File: config.mk
export PLATFORM = sky130hd
export DESIGN_NAME = sr_gate_ctrl
export DESIGN_NICKNAME = d
export VERILOG_FILES = /design/src/rtl/srg_pkg.sv /design/src/rtl/srg_mode_reg.sv /design/src/rtl/srg_demand.sv /design/src/rtl/srg_min_on.sv /design/src/rtl/sr_gate_ctrl.sv
export SDC_FILE = /design/constraint.sdc
export NUM_CORES = 1
export LEC_CHECK = 0
export ABC_AREA = 1
export BUFFER_PORTS_ARGS = -buffer_cell sky130_fd_sc_hd__buf_2
export CORE_MARGIN = 10
export CORE_UTILIZATION = 50
export DETAILED_ROUTE_END_ITERATION = 6
export PLACE_DENSITY_LB_ADDON = 0.15
export SLEW_MARGIN = 15
export SYNTH_ARGS = -nofsm -noshare
export SYNTH_HDL_FRONTEND = slang
export SYNTH_SLANG_ARGS = --single-unit
File: constraint.sdc
create_clock -name clk -period 4.6 [get_ports clk]
set_input_delay 0.23 -clock clk [delete_from_list [all_inputs] [get_ports clk]]
set_output_delay 0.23 -clock clk [all_outputs]
set_load 0.01 [all_outputs]
File: src/rtl/srg_pkg.sv
package srg_pkg;
  typedef enum logic [1:0] {
    SRM_OFF   = 2'b00,
    SRM_DIODE = 2'b01,
    SRM_COMPL = 2'b10
  } srm_e;

  localparam int unsigned SR_CH = 2;

  // reserved code folds to Off
  function automatic srm_e srm_decode(input logic [1:0] code);
    case (code)
      2'b01:   return SRM_DIODE;
      2'b10:   return SRM_COMPL;
      default: return SRM_OFF;
    endcase
  endfunction
endpackage

File: src/rtl/srg_mode_reg.sv
module srg_mode_reg
  import srg_pkg::*;
(
  input  logic       clk,
  input  logic       rst_n,
  input  logic       per_strobe,
  input  logic [1:0] mode_req,
  output srm_e       act_mode
);
  always_ff @(posedge clk or negedge rst_n) begin
    if (!rst_n)          act_mode <= SRM_OFF;
    else if (per_strobe) act_mode <= srm_decode(mode_req);
  end
endmodule

File: src/rtl/srg_demand.sv
module srg_demand
  import srg_pkg::*;
(
  input  srm_e             act_mode,
  input  logic [SR_CH-1:0] pair_ovl,
  output logic [SR_CH-1:0] dem
);
  for (genvar ch = 0; ch < SR_CH; ch++) begin : g_ch
    localparam int unsigned OPP = SR_CH - 1 - ch;
    always_comb begin
      case (act_mode)
        SRM_DIODE: dem[ch] = pair_ovl[ch];
        SRM_COMPL: dem[ch] = ~pair_ovl[OPP];
        default:   dem[ch] = 1'b0;
      endcase
    end
  end
endmodule

File: src/rtl/srg_min_on.sv
module srg_min_on #(
  parameter int unsigned CNT_W = 8
) (
  input  logic             clk,
  input  logic             rst_n,
  input  logic             kill,
  input  logic             dem,
  input  logic [CNT_W-1:0] min_on,
  output logic             gate
);
  localparam logic [CNT_W-1:0] CNT_MAX = {CNT_W{1'b1}};

  logic [CNT_W-1:0] run_q;
  logic [CNT_W-1:0] run_nx;

  always_comb begin
    if (!dem)                run_nx = '0;
    else if (run_q == CNT_MAX) run_nx = run_q;
    else                     run_nx = run_q + 1'b1;
  end

  always_ff @(posedge clk or negedge rst_n) begin
    if (!rst_n) begin
      run_q <= '0;
      gate  <= 1'b0;
    end else if (kill) begin
      run_q <= '0;
      gate  <= 1'b0;
    end else begin
      run_q <= run_nx;
      gate  <= dem && (run_nx >= min_on);
    end
  end
endmodule

File: src/rtl/sr_gate_ctrl.sv
module sr_gate_ctrl
  import srg_pkg::*;
#(
  parameter int unsigned CNT_W = 8
) (
  input  logic             clk,
  input  logic             rst_n,
  input  logic             br_a_hi,
  input  logic             br_b_hi,
  input  logic             br_c_lo,
  input  logic             br_d_lo,
  input  logic             per_strobe,
  input  logic [1:0]       mode_req,
  input  logic             gate_off,
  input  logic [CNT_W-1:0] min_on,
  output logic             rect1_g,
  output logic             rect2_g
);
  srm_e             act_mode;
  logic [SR_CH-1:0] pair_ovl;
  logic [SR_CH-1:0] dem;
  logic [SR_CH-1:0] gates;

  assign pair_ovl[0] = br_a_hi & br_d_lo;
  assign pair_ovl[1] = br_b_hi & br_c_lo;

  srg_mode_reg u_mode (
    .clk        (clk),
    .rst_n      (rst_n),
    .per_strobe (per_strobe),
    .mode_req   (mode_req),
    .act_mode   (act_mode)
  );

  srg_demand u_dem (
    .act_mode (act_mode),
    .pair_ovl (pair_ovl),
    .dem      (dem)
  );

  for (genvar ch = 0; ch < SR_CH; ch++) begin : g_out
    srg_min_on #(.CNT_W(CNT_W)) u_flt (
      .clk    (clk),
      .rst_n  (rst_n),
      .kill   (gate_off),
      .dem    (dem[ch]),
      .min_on (min_on),
      .gate   (gates[ch])
    );
  end

  assign rect1_g = gates[0];
  assign rect2_g = gates[1];
endmodule

==> results.json, run 1 <==
{
  "n_fill_cell": 300,
  "fin_nets": 294,
  "cts_max_level": 1,
  "worstSkewPairLatency_ns": 0.31,
  "synthDistinctLibCells": 23,
  "met3_usage_pct": 3.03,
  "power_leakage_nw": 1.07,
  "place.gp.congestion": 0.772,
  "placed_cells": 294,
  "totalWireLength_um": 3370,
  "synth_edf_count": 0,
  "diodes": 0,
  "worst_r2r_endpoint": "g_out[0].u_flt.gate",
  "path_class": "flip-flop to flip-flop",
  "cp-start-kind": "flip-flop",
  "synth_cells": 232,
  "coreArea_um2": 3080,
  "die_h_um": 77.1,
  "ff2ff_path_depth": 14,
  "routed_via_density": 4.74,
  "crit_path_end_kind": "flip-flop",
  "hpwl_um": 2760,
  "grt_usage_pct": 12.5,
  "grt-busiest-layer": "met2",
  "grt_pass1_wl_um": 6180,
  "clk_path_buf_depth": 2,
  "clk_pin_slew_ns": 0.13,
  "ant_nets": 0,
  "syn-num-nets": 270,
  "hold_class": "input port to flip-flop",
  "hold_violations": 0,
  "remaining_drc_errors": 0,
  "setup-violations-final": 0,
  "rsz0062_at_grt": "false",
  "ys_async_sr_fraction_pct": 100,
  "rr_startpoint": "u_mode.act_mode[0]",
  "ys.flop_type": "dfrtp_1",
  "critPathLaunch": "u_mode.act_mode[0]",
  "gr-usage-met1_pct": 16.6,
  "cp_max_fo": 5,
  "fin_cells": 299,
  "clock.fmax_mhz": 475,
  "first_pass_iters": 4,
  "cts_tree": "yes",
  "hold_path_depth": 2,
  "drive_above_1_share_pct": 14.9,
  "vdd_drop_max_mv": 0.133,
  "utilization_pct": 59.8,
  "port_buffers": 19,
  "rrSetupSlack_ns": 2.49,
  "slew_headroom_pct": 68.7,
  "crit_required_ns": 4.82,
  "ys_ff_latch": 20,
  "synth-seq-area-share_pct": 30.7,
  "p_per_area_nw_per_um2": 202,
  "finalCritPeriodShare_pct": 45.8,
  "worstHoldStart": "per_strobe",
  "core.rowCount": 20,
  "grt.overflow.total": 0,
  "final_max_slew_viol_count": 0,
  "holdPathEnd": "u_mode.act_mode[1]",
  "die_area_um2": 5950,
  "worst_slew_pin_slew_ns": 0.469,
  "yosysWarnings": 0,
  "cts-root-buf": "clkbuf_4",
  "syn-cell-area_um2": 1630,
  "via_count": 1416,
  "cts_setup_buffers": 0,
  "syn_to_final_growth_pct": 12.8,
  "dieWidth_um": 77.1,
  "grt_max_degree": 21,
  "drt_iter0_markers": 63,
  "holdBufCountCts": 1,
  "fin_skew_ns": 0.00933,
  "fin_crit_ns": 2.11,
  "fin_setup_tns_ns": 0,
  "first_global_vias": 1440,
  "boundaryPins": 20,
  "avgSynthCellArea_um2": 7.04,
  "cts_made_buffers": 3,
  "antenna_found_initial": 0,
  "crit_arrival_ns": 2.32,
  "start_util_pct": 53.0,
  "max_cap_viol_count": 0,
  "status": "finished clean",
  "numClockSinks": 20,
  "ctsResizeCount": 0,
  "post_drt_wl_per_cell_um": 11.3,
  "met2_usage_pct": 18.2
}
flip-flops by register name (all words and copies together) (netlist names):
signal	cells
u_mode.act_mode	2
g_out.u_flt.gate	2
g_out.u_flt.run_q	16
how the worst max path moves through the flow:
stage | slack (ns) | endpoint | depth (start not counted)
after detailed placement | 2.50 | g_out[0].u_flt.gate | 14
after floorplan | 2.81 | g_out[0].u_flt.gate | 14
after CTS | 2.48 | g_out[0].u_flt.gate | 14
after global routing | 2.26 | g_out[0].u_flt.gate | 14
after global placement | 2.52 | g_out[0].u_flt.gate | 14
final | 2.49 | g_out[0].u_flt.gate | 14
cell families after synthesis:
| logic type | Yosys count | share of synthesized area, % |
|---|---|---|
| buffers and inverters | 53 | 12.2 |
| flip-flops | 20 | 30.7 |
| AND/OR/NAND/NOR | 118 | 33.2 |
| adder cells (fa/ha/maj) | 20 | 15.3 |
| AO/OA/AOI/OAI | 16 | 5.98 |
| XOR/XNOR | 5 | 2.68 |
where the power goes:
group	total [mW]	internal (mW)	switching, mW
registers	0.179	0.178	0.00140
clock network	0.148	0.0881	0.0600
logic	0.0448	0.0166	0.0282
layer usage:
| metal | routed length, µm | up-vias |
|---|---|---|
| met5 | 0 | - |
| met4 | 85 | 0 |
| met3 | 198 | 6 |
| met2 | 1330 | 38 |
| met1 | 1750 | 614 |
| li1 | - | 758 |
cells in the mapped netlist, drive strengths merged (2+ instances only):
library cell / number / area (µm²)
a21oi: 8 / 47.6
dfrtp: 20 / 500
ha: 20 / 250
inv: 52 / 195
nand2: 57 / 219
nand3: 17 / 103
nand4: 4 / 25.0
nor2: 35 / 149
nor3: 4 / 40.0
o211ai: 2 / 15.0
o21a: 2 / 15.0
o21ai: 4 / 20.0
xnor2: 2 / 17.5
xor2: 3 / 26.3
critical path, stage by stage (launching register included):
cell	delay, ns
dfrtp_1	0.37
inv_1	0.06
ha_1	0.31
inv_1	0.06
nand2_1	0.14
inv_1	0.19
nand2_1	0.11
nor2_1	0.13
ha_1	0.25
nand2_1	0.07
nand3_1	0.08
nand2_1	0.06
nand2_1	0.06
nand2_1	0.06
a21oi_1	0.06
cells in the final DEF, fill, tap and decap left out, types with 3 or more instances in the layout:
| master | synthesis | layout |
|---|---|---|
| nand2_1 | 55 | 55 |
| inv_1 | 50 | 50 |
| nor2_1 | 32 | 32 |
| ha_1 | 20 | 20 |
| dfrtp_1 | 20 | 20 |
| buf_2 | 0 | 19 |
| nand3_1 | 15 | 15 |
| a21oi_1 | 6 | 6 |
| o21ai_0 | 4 | 4 |
| nand4_1 | 4 | 4 |
| nor3_2 | 4 | 4 |
| xor2_1 | 3 | 3 |
| clkbuf_4 | 0 | 3 |
layout make-up:
class	count	area [µm²]	share of cell area (%)
clock inverters	1	30.0	1.63
inverters	52	195	10.6
clock buffers	3	22.5	1.22
flip-flops and latches	20	500	27.2
multi-input cells	159	933	50.7
repair buffers	20	105	5.71
well taps	44	55.1	2.99
metrics by stage:
stage | total power, mW | hold slack (ns) | setup slack (ns) | cell area [µm²]
after floorplan | 0.209 | -0.0656 | 2.81 | 1630
after global placement | 0.227 | 0.215 | 2.52 | 1780
after detailed placement | 0.227 | 0.218 | 2.50 | 1780
after CTS | 0.376 | 0.127 | 2.48 | 1840
after global routing | 0.393 | 0.139 | 2.26 | 1840
final | 0.372 | 0.131 | 2.49 | 1840
No activity file was read; power rests on OpenSTA's default activity.
==> inputs of run 2 (changes only) <==
- ABC_AREA: 1 -> 0
- clock period: 4.6 -> 2 ns (I/O delays scaled with it)
==> run 2 against run 1 <==
  * Highest routed layer unchanged
  * Synthesized cell count fell by 28%
  * The run now ends with setup timing left
  * Utilization is 17 points higher
  * Clock skew down 0.0079 ns
  * Worst setup slack worse by 2.7 ns
  * Non-clock buffer count increased by 35
  * Maximum frequency shrank 4.0%
  * Largest cell class unchanged
  * Total power is 110% higher
  * Global-route usage is 4.4 points higher
  * Critical path depth decreased by 4
  * Flip-flop and latch count did not move
==> results.json, run 2 <==
{
  "status": "complete, but fails checks",
  "violations": "setup timing",
  "finalCritPeriodShare_pct": 110,
  "cp_max_fo": 5,
  "path_class": "flip-flop to flip-flop",
  "worst_r2r_endpoint": "g_out[1].u_flt.gate",
  "cts_made_buffers": 3,
  "core.rowCount": 19,
  "ys.flop_type": "dfrtp_1",
  "grt_usage_pct": 16.9,
  "die_area_um2": 5450,
  "synth_top_area_cell": "dfrtp_1",
  "worstHoldStart": "per_strobe",
  "synth-seq-area-share_pct": 34.5,
  "grt_pass1_wl_um": 7360,
  "ant_nets": 0,
  "ys_async_sr_fraction_pct": 100,
  "syn-num-nets": 206,
  "max_stage_delay_ns": 0.41,
  "switching_share_pct": 27.1,
  "remaining_drc_errors": 0,
  "hpwl_um": 3060,
  "clk_pin_slew_ns": 0.11,
  "synthMostInstantiatedCell": "nor2_1",
  "yosys-top-cells-count": "34 x nor2_1, 20 x dfrtp_1, 20 x ha_1, 11 x o21ai_0",
  "p_switching_mw": 0.208,
  "crit_path_end_kind": "flip-flop",
  "largest_reg_flops": 16,
  "numClockSinks": 20,
  "dieWidth_um": 73.9,
  "via_count": 1466,
  "synthDistinctLibCells": 33,
  "crit_top_cell": "buf_4",
  "fin_crit_ns": 2.19,
  "top_register": "g_out.u_flt.run_q",
  "antenna_found_initial": 0,
  "clock_power_share_pct": 25.3,
  "power_leakage_nw": 1.02,
  "crit_required_ns": 2.18,
  "syn_to_final_growth_pct": 45.9,
  "slew_headroom_pct": 67.7,
  "holdPathEnd": "u_mode.act_mode[1]",
  "crit_arrival_ns": 2.37,
  "synth_cells": 168,
  "first_pass_iters": 4,
  "fin_skew_ns": 0.00147,
  "cts-root-buf": "clkbuf_4",
  "drive_above_1_share_pct": 42.5,
  "routed_via_density": 5.70,
  "avgSynthCellArea_um2": 8.63,
  "grt_max_degree": 21,
  "yosysWarnings": 0,
  "ff2ff_path_depth": 10,
  "p_total_mw": 0.766,
  "final_cell_mix": "33 x nor2_1, 33 x buf_4, 20 x dfrtp_1",
  "max_cap_viol_count": 0,
  "diodes": 0,
  "yosysTopAreaCellShare_pct": 34.5,
  "fin_nets": 266,
  "port_buffers": 19,
  "start_util_pct": 52.6,
  "n_fill_cell": 197,
  "pre_cts_ws_ns": -0.215,
  "cts_max_level": 1,
  "die_h_um": 73.9,
  "drt_iter0_markers": 79,
  "totalWireLength_um": 4390,
  "clk_path_buf_depth": 2,
  "rsz0062_at_grt": "true",
  "vdd_drop_max_mv": 0.347,
  "p_int_mw": 0.559,
  "clock.fmax_mhz": 456,
  "largestRegisters": "g_out.u_flt.run_q (16), g_out.u_flt.gate (2), u_mode.act_mode (2)",
  "rr_startpoint": "g_out[1].u_flt.run_q[0]",
  "final_max_slew_viol_count": 0,
  "worstSkewPairLatency_ns": 0.30,
  "place.gp.congestion": 0.777,
  "setup-violations-final": 2,
  "fin_hold_ws_ns": 0.0106,
  "comb_power_share_pct": 20.7,
  "post_drt_wl_per_cell_um": 17.1,
  "worst_slew_pin_slew_ns": 0.485,
  "cp-start-kind": "flip-flop",
  "power_frac_seq_pct": 54.0,
  "crit_path_top_delay_cell": "dfrtp_1",
  "p_per_area_nw_per_um2": 362,
  "hold_violations": 0,
  "hold_class": "input port to flip-flop",
  "first_global_vias": 1602,
  "setup_ws_ns": -0.193,
  "synth_edf_count": 0,
  "syn-cell-area_um2": 1450,
  "cts_tree": "yes",
  "crit_chain": "ha_4 > nand4_1 > buf_4 > buf_4 > o31ai_4 > nor2_1 > ha_1 > a21o_1 > a21oi_2 > o22ai_1",
  "grt.overflow.total": 0,
  "hold_path_depth": 2,
  "coreArea_um2": 2760,
  "ys_ff_latch": 20,
  "rrSetupSlack_ns": -0.19,
  "yosys-top-cells-area": "dfrtp_1 35%, ha_1 17%, nor2_1 8.8%",
  "boundaryPins": 20
}
run 2: cell types whose count changed after synthesis, sizes merged, moves of 3 or more:
| cell | change |
|---|---|
| nand3 | -9 |
| inv | -42 |
| o21ai | +10 |
| or2 | +4 |
| nand2 | -47 |
| and3 | +6 |
| a21o | +6 |
| mux2i | +4 |
| o21bai | +3 |
run 2: worst max-delay path by stage:
stage / slack [ns] / to / startpoint
5_1_grt: -0.31 / g_out[1].u_flt.gate / g_out[1].u_flt.run_q[0]
4_1_cts: -0.13 / g_out[1].u_flt.gate / g_out[1].u_flt.run_q[1]
6_report: -0.19 / g_out[1].u_flt.gate / g_out[1].u_flt.run_q[0]
2_1_floorplan: -0.004 / g_out[0].u_flt.gate / u_mode.act_mode[1]
3_5_place_dp: -0.21 / g_out[1].u_flt.gate / u_mode.act_mode[0]
3_3_place_gp: -0.16 / g_out[1].u_flt.gate / u_mode.act_mode[1]
run 2: layout make-up:
class,count,area [µm²],area share (%)
clock buffers,3,22.5,1.06
flip-flops and latches,20,500,23.7
multi-input cells,138,1140,53.9
well taps,31,38.8,1.83
repair buffers,55,375,17.7
inverters,10,37.5,1.77
run 2: cells by family after synthesis:
family	after synthesis	share of synthesized area [%]
mux	4	2.76
simple gates	72	23.9
xor+xnor	3	1.81
compound gates	39	17.2
fa+ha+maj	20	17.3
buf+inv	10	2.59
flops	20	34.5
run 2: routing by layer:
metal  routed length (µm)  GRT usage [%]
met5                    0              0
met1                 1990           20.7
met4                  122           7.25
met3                  209           3.77
met2                 2070           27.7
run 2: critical path, delay by kind of cell (launching register included):
family | cells | cell delay, ns
AOI/OAI and AO/OA | 4 | 0.68
adders and majority gates | 2 | 0.47
DFF | 1 | 0.41
buffers and inverters | 2 | 0.30
and+or+nand+nor | 2 | 0.20
run 2: what timing repair did:
action                                  4_1_cts  5_1_grt
hold buffers                                  1        0
pin swaps                                     6        7
endpoints found under the setup margin        2        2
gates resized for setup                      26        9
buffers inserted                              7        1
endpoints found under the hold margin        20        0
run 2: per-stage QoR:
| step | utilization (%) | std cells | setup TNS [ns] | instance area [µm²] |
|---|---|---|---|---|
| after CTS | 74.4 | 256 | -0.215 | 2050 |
| after detailed placement | 66.8 | 245 | -0.400 | 1840 |
| after floorplan | - | 168 | -0.00392 | 1510 |
| after global routing | 76.7 | 257 | -0.516 | 2120 |
| final | 76.7 | 257 | -0.309 | 2120 |
| after global placement | 66.8 | 245 | -0.215 | 1840 |
run 2: power by group through the flow:
stage / Sequential (mW) / Combinational [mW] / Clock (mW)
finish: 0.414 / 0.159 / 0.194
global route: 0.414 / 0.174 / 0.215
CTS: 0.413 / 0.146 / 0.199
detailed placement: 0.419 / 0.111 / 0
global placement: 0.419 / 0.104 / 0
floorplan: 0.419 / 0.0607 / 0
